### src/rtl/coarse_tmr_pkg.sv
package coarse_tmr_pkg;
  localparam int SEL_W = 3;
  localparam int PER_W = 3;
  localparam int ADDR_W = 2;
  localparam int DATA_W = 8;

  typedef enum logic [SEL_W-1:0] {
    SRC_DIV4 = 3'b000,
    SRC_SYS  = 3'b001,
    SRC_HF16 = 3'b010,
    SRC_HF64 = 3'b011,
    SRC_SUB  = 3'b100,
    SRC_NONE = 3'b101,
    SRC_XRISE = 3'b110,
    SRC_XFALL = 3'b111
  } clk_src_e;

  typedef struct packed {
    logic [PER_W-1:0] period;
    clk_src_e         src;
    logic             freeze;
    logic             run;
  } ctrl_t;

  typedef struct packed {
    logic pin_init;
    logic pin_mode;
    logic keep_on_match;
  } opt_t;

  localparam logic [ADDR_W-1:0] A_CTRL = 2'd0;
  localparam logic [ADDR_W-1:0] A_OPT  = 2'd1;
  localparam logic [ADDR_W-1:0] A_CLR  = 2'd2;
endpackage

### src/rtl/coarse_tmr_regs.sv
module coarse_tmr_regs
  import coarse_tmr_pkg::*;
(
  input  logic              clk,
  input  logic              rst_n,
  input  logic              wr_en,
  input  logic [ADDR_W-1:0] wr_addr,
  input  logic [DATA_W-1:0] wr_data,
  output ctrl_t             ctrl,
  output opt_t              opt,
  output logic              run_rise,
  output logic              clr_match,
  output logic              clr_ovf
);
  logic wr_ctrl, wr_opt, wr_clr;
  ctrl_t ctrl_new;

  assign wr_ctrl  = wr_en && (wr_addr == A_CTRL);
  assign wr_opt   = wr_en && (wr_addr == A_OPT);
  assign wr_clr   = wr_en && (wr_addr == A_CLR);
  assign ctrl_new = ctrl_t'(wr_data);

  assign run_rise  = wr_ctrl && ctrl_new.run && !ctrl.run;
  assign clr_match = wr_clr && wr_data[0];
  assign clr_ovf   = wr_clr && wr_data[1];

  always_ff @(posedge clk or negedge rst_n) begin
    if (!rst_n) begin
      ctrl <= '0;
      opt  <= '0;
    end else begin
      if (wr_ctrl) ctrl <= ctrl_new;
      if (wr_opt)  opt  <= opt_t'(wr_data[2:0]);
    end
  end
endmodule

### src/rtl/coarse_tmr_srcsel.sv
module coarse_tmr_srcsel
  import coarse_tmr_pkg::*;
#(
  parameter int SYNC_STAGES = 2
) (
  input  logic     clk,
  input  logic     rst_n,
  input  clk_src_e src,
  input  logic     en_div4,
  input  logic     en_sys,
  input  logic     en_hf16,
  input  logic     en_hf64,
  input  logic     en_sub,
  input  logic     ext_clk,
  output logic     tick
);
  logic [SYNC_STAGES-1:0] sync_q;
  logic                   last_q;
  logic                   pin_s;

  genvar g;
  generate
    for (g = 0; g < SYNC_STAGES; g++) begin : g_sync
      always_ff @(posedge clk or negedge rst_n) begin
        if (!rst_n) sync_q[g] <= 1'b0;
        else if (g == 0) sync_q[g] <= ext_clk;
        else sync_q[g] <= sync_q[(g == 0) ? 0 : g-1];
      end
    end
  endgenerate

  assign pin_s = sync_q[SYNC_STAGES-1];

  always_ff @(posedge clk or negedge rst_n) begin
    if (!rst_n) last_q <= 1'b0;
    else        last_q <= pin_s;
  end

  always_comb begin
    unique case (src)
      SRC_DIV4:  tick = en_div4;
      SRC_SYS:   tick = en_sys;
      SRC_HF16:  tick = en_hf16;
      SRC_HF64:  tick = en_hf64;
      SRC_SUB:   tick = en_sub;
      SRC_XRISE: tick = pin_s && !last_q;
      SRC_XFALL: tick = !pin_s && last_q;
      default:   tick = 1'b0;
    endcase
  end
endmodule

### src/rtl/coarse_tmr_core.sv
module coarse_tmr_core
  import coarse_tmr_pkg::*;
#(
  parameter int CNT_W = 10
) (
  input  logic             clk,
  input  logic             rst_n,
  input  logic             tick,
  input  ctrl_t            ctrl,
  input  opt_t             opt,
  input  logic             run_rise,
  input  logic             clr_match,
  input  logic             clr_ovf,
  output logic [CNT_W-1:0] count,
  output logic             match_flag,
  output logic             ovf_flag,
  output logic             pin_q
);
  localparam int LOW_W = CNT_W - PER_W;

  logic             step;
  logic             at_top;
  logic             hit;
  logic [CNT_W-1:0] nxt;
  logic [CNT_W-1:0] target;

  assign step   = tick && ctrl.run && !ctrl.freeze && !run_rise;
  assign nxt    = count + 1'b1;
  assign at_top = &count;
  assign target = {ctrl.period, {LOW_W{1'b0}}};
  assign hit    = (ctrl.period == '0) ? at_top : (nxt == target);

  always_ff @(posedge clk or negedge rst_n) begin
    if (!rst_n) begin
      count      <= '0;
      match_flag <= 1'b0;
      ovf_flag   <= 1'b0;
      pin_q      <= 1'b0;
    end else begin
      if (run_rise)                        count <= '0;
      else if (step && hit && !opt.keep_on_match) count <= '0;
      else if (step)                       count <= nxt;

      if (step && hit)    match_flag <= 1'b1;
      else if (clr_match) match_flag <= 1'b0;

      if (step && at_top) ovf_flag <= 1'b1;
      else if (clr_ovf)   ovf_flag <= 1'b0;

      if (run_rise)         pin_q <= opt.pin_init;
      else if (step && hit) pin_q <= !pin_q;
    end
  end
endmodule

### src/rtl/coarse_tmr.sv
module coarse_tmr
  import coarse_tmr_pkg::*;
#(
  parameter int CNT_W       = 10,
  parameter int SYNC_STAGES = 2
) (
  input  logic              clk,
  input  logic              rst_n,
  input  logic              wr_en,
  input  logic [ADDR_W-1:0] wr_addr,
  input  logic [DATA_W-1:0] wr_data,
  input  logic              en_div4,
  input  logic              en_sys,
  input  logic              en_hf16,
  input  logic              en_hf64,
  input  logic              en_sub,
  input  logic              ext_clk,
  output logic [CNT_W-1:0]  count,
  output logic              match_flag,
  output logic              ovf_flag,
  output logic              tm_out
);
  ctrl_t ctrl;
  opt_t  opt;
  logic  run_rise, clr_match, clr_ovf, tick, pin_q;

  coarse_tmr_regs u_regs (
    .clk(clk), .rst_n(rst_n), .wr_en(wr_en), .wr_addr(wr_addr),
    .wr_data(wr_data), .ctrl(ctrl), .opt(opt), .run_rise(run_rise),
    .clr_match(clr_match), .clr_ovf(clr_ovf)
  );

  coarse_tmr_srcsel #(.SYNC_STAGES(SYNC_STAGES)) u_src (
    .clk(clk), .rst_n(rst_n), .src(ctrl.src), .en_div4(en_div4),
    .en_sys(en_sys), .en_hf16(en_hf16), .en_hf64(en_hf64),
    .en_sub(en_sub), .ext_clk(ext_clk), .tick(tick)
  );

  coarse_tmr_core #(.CNT_W(CNT_W)) u_core (
    .clk(clk), .rst_n(rst_n), .tick(tick), .ctrl(ctrl), .opt(opt),
    .run_rise(run_rise), .clr_match(clr_match), .clr_ovf(clr_ovf),
    .count(count), .match_flag(match_flag), .ovf_flag(ovf_flag),
    .pin_q(pin_q)
  );

  assign tm_out = opt.pin_mode && pin_q;
endmodule

### config.mk
export PLATFORM = sky130hd
export DESIGN_NAME = coarse_tmr
export DESIGN_NICKNAME = d
export VERILOG_FILES = /design/src/rtl/coarse_tmr_pkg.sv /design/src/rtl/coarse_tmr_regs.sv /design/src/rtl/coarse_tmr_srcsel.sv /design/src/rtl/coarse_tmr_core.sv /design/src/rtl/coarse_tmr.sv
export SDC_FILE = /design/constraint.sdc
export NUM_CORES = 1
export LEC_CHECK = 0
export BUFFER_PORTS_ARGS = -buffer_cell sky130_fd_sc_hd__buf_2
export CAP_MARGIN = 10
export CORE_MARGIN = 5
export CORE_UTILIZATION = 40
export DETAILED_ROUTE_END_ITERATION = 6
export PLACE_DENSITY = 0.63
export SKIP_CTS_REPAIR_TIMING = 1
export SYNTH_ARGS = -nofsm -noshare
export SYNTH_HDL_FRONTEND = slang
export SYNTH_HIERARCHICAL = 1
export SYNTH_SLANG_ARGS = --single-unit
### constraint.sdc
create_clock -name clk -period 2.2 [get_ports clk]
set_input_delay 0.11 -clock clk [delete_from_list [all_inputs] [get_ports clk]]
set_output_delay 0.11 -clock clk [all_outputs]
set_load 0.02 [all_outputs]
==> impl_summary.txt <==
----------------------------------------------------
[Synthesis]
  Cell with the most instances after synthesis ... sky130_fd_sc_hd__dfrtp_1
  Total of warnings raised by yosys ... 6
  Main flop type after synthesis ... sky130_fd_sc_hd__dfrtp_1
  Leading post-synthesis cells by instance count ... sky130_fd_sc_hd__dfrtp_1, sky130_fd_sc_hd__nor2_1, sky130_fd_sc_hd__mux2_2, sky130_fd_sc_hd__nand2_1, sky130_fd_sc_hd__xnor2_1
  Post-synthesis cell type count ... 50
  Cell area after technology mapping ... 1510 sq um
  Synthesized instance count ... 138
  Share of synthesized flip-flops with an asynchronous set or reset ... 100%
  Syn_nets ... ~160
  Sequential cell area fraction in the yosys report ... 44.8%
  Register bit total from synthesis ... 27
  Leading area contributor after synthesis ... sky130_fd_sc_hd__dfrtp_1
  Top cell type's share of synthesized area ... between 40% and 50%
  Leading post-synthesis cells by cell area ... sky130_fd_sc_hd__dfrtp_1, sky130_fd_sc_hd__mux2_2, sky130_fd_sc_hd__xnor2_1
  Number of enable flip-flop cells after synthesis ... 0
  Mean area per synthesized cell ... between 10 and 15 sq um

[STA]
  Final period demand of the worst path ... approximately 2.3 ns
  Number of setup violations in the final report ... 1
  Fin Clk Skew ... ~0.0044 ns
  Hold Fails Final Rpt ... 0
  Final-report max-slew violation count ... 0
  Worst setup slack after layout ... -0.0572 ns
  Worst slew pin tran ... 0.581 ns
  RSZ-0062 raised after global routing ... true
  Peak clock frequency supported by timing ... roughly 440 MHz
  Ratio of final minimum period to clock period ... 103%
  Remaining max-slew budget at the tightest pin ... 61.3%

[Drt]
  Number of detailed-routing iterations run before antenna repair ... 4
  Total number of vias ... 1205
  Initial DRC count ... 66
  Vias per std cell ... 5.15
  Wirelength per Cell ... 14.4 um
  DRC Markers ... 0
  Remaining number of nets flagged by the antenna check after routing ... 0
  Aggregate routed wire length ... 3370 um

[Pwr]
  Total Power Consumption ... between 1 and 1.5 mW
  P per Cell Area ... 750 nW/um^2
  VDD IR max ... 0.326 mV
  Standby leakage power ... 0.880 nW

[Die]
  DIE WIDTH ... 71.4 um
  Core Footprint ... between 3000 and 4000 sq um
  Count of boundary I/O pins ... 32
  Core Rows ... 22
  Initial Utilization ... 41.2%
  Die height ... ~71 um
  Die ar. ... 5100 sq um

[Setup path]
  Startpoint kind of the worst setup timing path ... register
  Max FO, Critical Path ... 6
  Worst Path Class, Setup ... register to register
  Required time at the worst-slack endpoint ... 2.41 ns
  Arrival time reported for the critical path endpoint ... about 2.5 ns
  Setup crit end kind ... register

[Final layout]
  Share of layout cells above drive strength 1 ... 45.2%
  Area growth from synthesis to layout ... 28.6%
  Antenna diodes ... 0
  Final net count ... between 200 and 250
  Non-filler instance count after layout ... 234

[Global routing]
  Vias in the first global route ... roughly 1.3k
  Remaining Overflow, GRT ... 0
  Global Route Usage Sum ... 13.6%
  Initial antenna violation count ... 0
  First-pass GRT wire length ... 5680 um
  Pin count of the biggest net entering global routing ... 28

[Run]
  Number of max-cap violations ... 0

[Clocking]
  Inserted Clock Buffers ... 3
  Latest clock arrival within the worst-skew pair ... 0.28 ns
  CTS Root Cell ... sky130_fd_sc_hd__clkbuf_8
  TritonCTS clock tree ... done
  Clock input transition at the sequential cells of the worst setup and hold paths ... 0.10 ns
  TritonCTS sink count ... 27
  H-tree depth reported by CTS ... 1
  CTS max path bufs ... 2

[Place]
  Final weighted congestion in routability-driven placement ... around 0.9
  Cell total after placement ... 224
  Detail Placement HPWL ... 2540 um
  Input/output buffers ... 31

[Run status]
  Violations in the final reports ... negative setup slack
  Run status ... finished, violations left

[Worst hold path]
  Min-delay worst type ... input pin to register

----------------------------------------------------
==> flip-flops by register name, indices dropped and copies added (netlist names) <==
register,cells
u_core/match_flag,1
u_src/pin_s,1
u_core/pin_q,1
u_core/ovf_flag,1
u_regs/ctrl,8
u_regs/opt,3
u_core/count,10
u_src/sync_q,1
u_src/last_q,1
==> report_power, final <==
group / switching (mW) / leakage [nW] / internal, mW
clock: 0.163 / 0.0261 / 0.133
combinational: 0.254 / 0.516 / 0.255
sequential: 0.0708 / 0.337 / 0.578
total: 0.488 / 0.880 / 0.966
==> path summary, 6_finish.rpt <==
path | startpoint | to | slack, ns | cells after the start
worst max-delay path | u_core/count[0] | u_core/pin_q | -0.06 | 7
worst min-delay path | wr_data[7] | u_regs/ctrl[7] | 0.06 | 2
worst max register to register | u_core/count[0] | u_core/pin_q | -0.06 | 7
worst min register to register | u_src/sync_q[0] | u_src/pin_s | 0.36 | 0
max in group asynchronous | rst_n | u_core/count[0] | 1.43 | 2
min in group asynchronous | rst_n | u_regs/opt[1] | 0.35 | 2
==> per-stage QoR <==
| step | area [sq um] | utilization (%) | setup TNS (ns) | setup slack [ns] | hold slack, ns |
|---|---|---|---|---|---|
| final | 1940 | 53.0 | -0.0572 | -0.0572 | 0.0567 |
| after global routing | 1940 | 53.0 | -0.592 | -0.140 | 0.0559 |
| after CTS | 1840 | 50.3 | -0.0595 | -0.0595 | -0.163 |
| after detailed placement | 1790 | 49.0 | -0.0391 | -0.0391 | 0.146 |
| after global placement | 1790 | 49.0 | -0.00172 | -0.00172 | 0.150 |
| after floorplan | 1520 | - | -0.599 | -0.195 | -0.186 |
==> critical path: stages (launching register included) <==
cell and delay (ns):
sky130_fd_sc_hd__dfrtp_2 0.43, sky130_fd_sc_hd__buf_4 0.16, sky130_fd_sc_hd__and3_2 0.28, sky130_fd_sc_hd__a311oi_2 0.31
sky130_fd_sc_hd__a31o_2 0.15, sky130_fd_sc_hd__a31oi_2 0.16, sky130_fd_sc_hd__or4_4 0.54, sky130_fd_sc_hd__a31oi_1 0.17
==> layer usage <==
metal,up-vias,GRT usage (%),wire length (um)
li1,586,-,-
met1,582,17.3,1490
met2,33,22.7,1690
met3,4,2.95,137
met4,0,5.22,44
met5,-,0,0
==> cells in the final DEF (no fill, tap or decap), types with 2 or more instances in the layout <==
| master | count |
|---|---|
| sky130_fd_sc_hd__xnor2_1 | 9 |
| sky130_fd_sc_hd__nand2_1 | 8 |
| sky130_fd_sc_hd__a31o_2 | 2 |
| sky130_fd_sc_hd__and3_1 | 2 |
| sky130_fd_sc_hd__or3_1 | 2 |
| sky130_fd_sc_hd__xor2_1 | 5 |
| sky130_fd_sc_hd__and2_4 | 2 |
| sky130_fd_sc_hd__nor2b_1 | 2 |
| sky130_fd_sc_hd__clkbuf_8 | 3 |
| sky130_fd_sc_hd__buf_2 | 31 |
| sky130_fd_sc_hd__inv_1 | 3 |
| sky130_fd_sc_hd__nand3_1 | 2 |
| sky130_fd_sc_hd__a31oi_1 | 2 |
| sky130_fd_sc_hd__dlygate4sd3_1 | 2 |
| sky130_fd_sc_hd__dfrtp_1 | 25 |
| sky130_fd_sc_hd__nand4_1 | 3 |
| sky130_fd_sc_hd__nor2_1 | 20 |
| sky130_fd_sc_hd__mux2_2 | 11 |
| sky130_fd_sc_hd__dfrtp_2 | 2 |
| sky130_fd_sc_hd__buf_4 | 14 |
| sky130_fd_sc_hd__o21ai_0 | 2 |
==> cells by family (layout without fill, tap and decap cells) <==
family / Yosys count / count (layout) / synth area share, %
mux: 13 / 13 / 10.4
flops: 27 / 27 / 44.8
fa+ha+maj: 2 / 2 / 1.66
simple gates: 55 / 55 / 20.4
xor+xnor: 14 / 14 / 8.13
compound gates: 20 / 20 / 12.0
buf+inv: 7 / 55 / 2.57
==> cell type report <==
type                            count  area [sq um]
Clock inverter                      1          8.76
Fill cell                         338          1720
Sequential cell                    27           678
Multi-Input combinational cell    104           848
Clock buffer                        3          41.3
Inverter                            3          11.3
Tap cell                           48          60.1
Timing Repair Buffer               48           292
No activity file was read; power rests on OpenSTA's default activity.
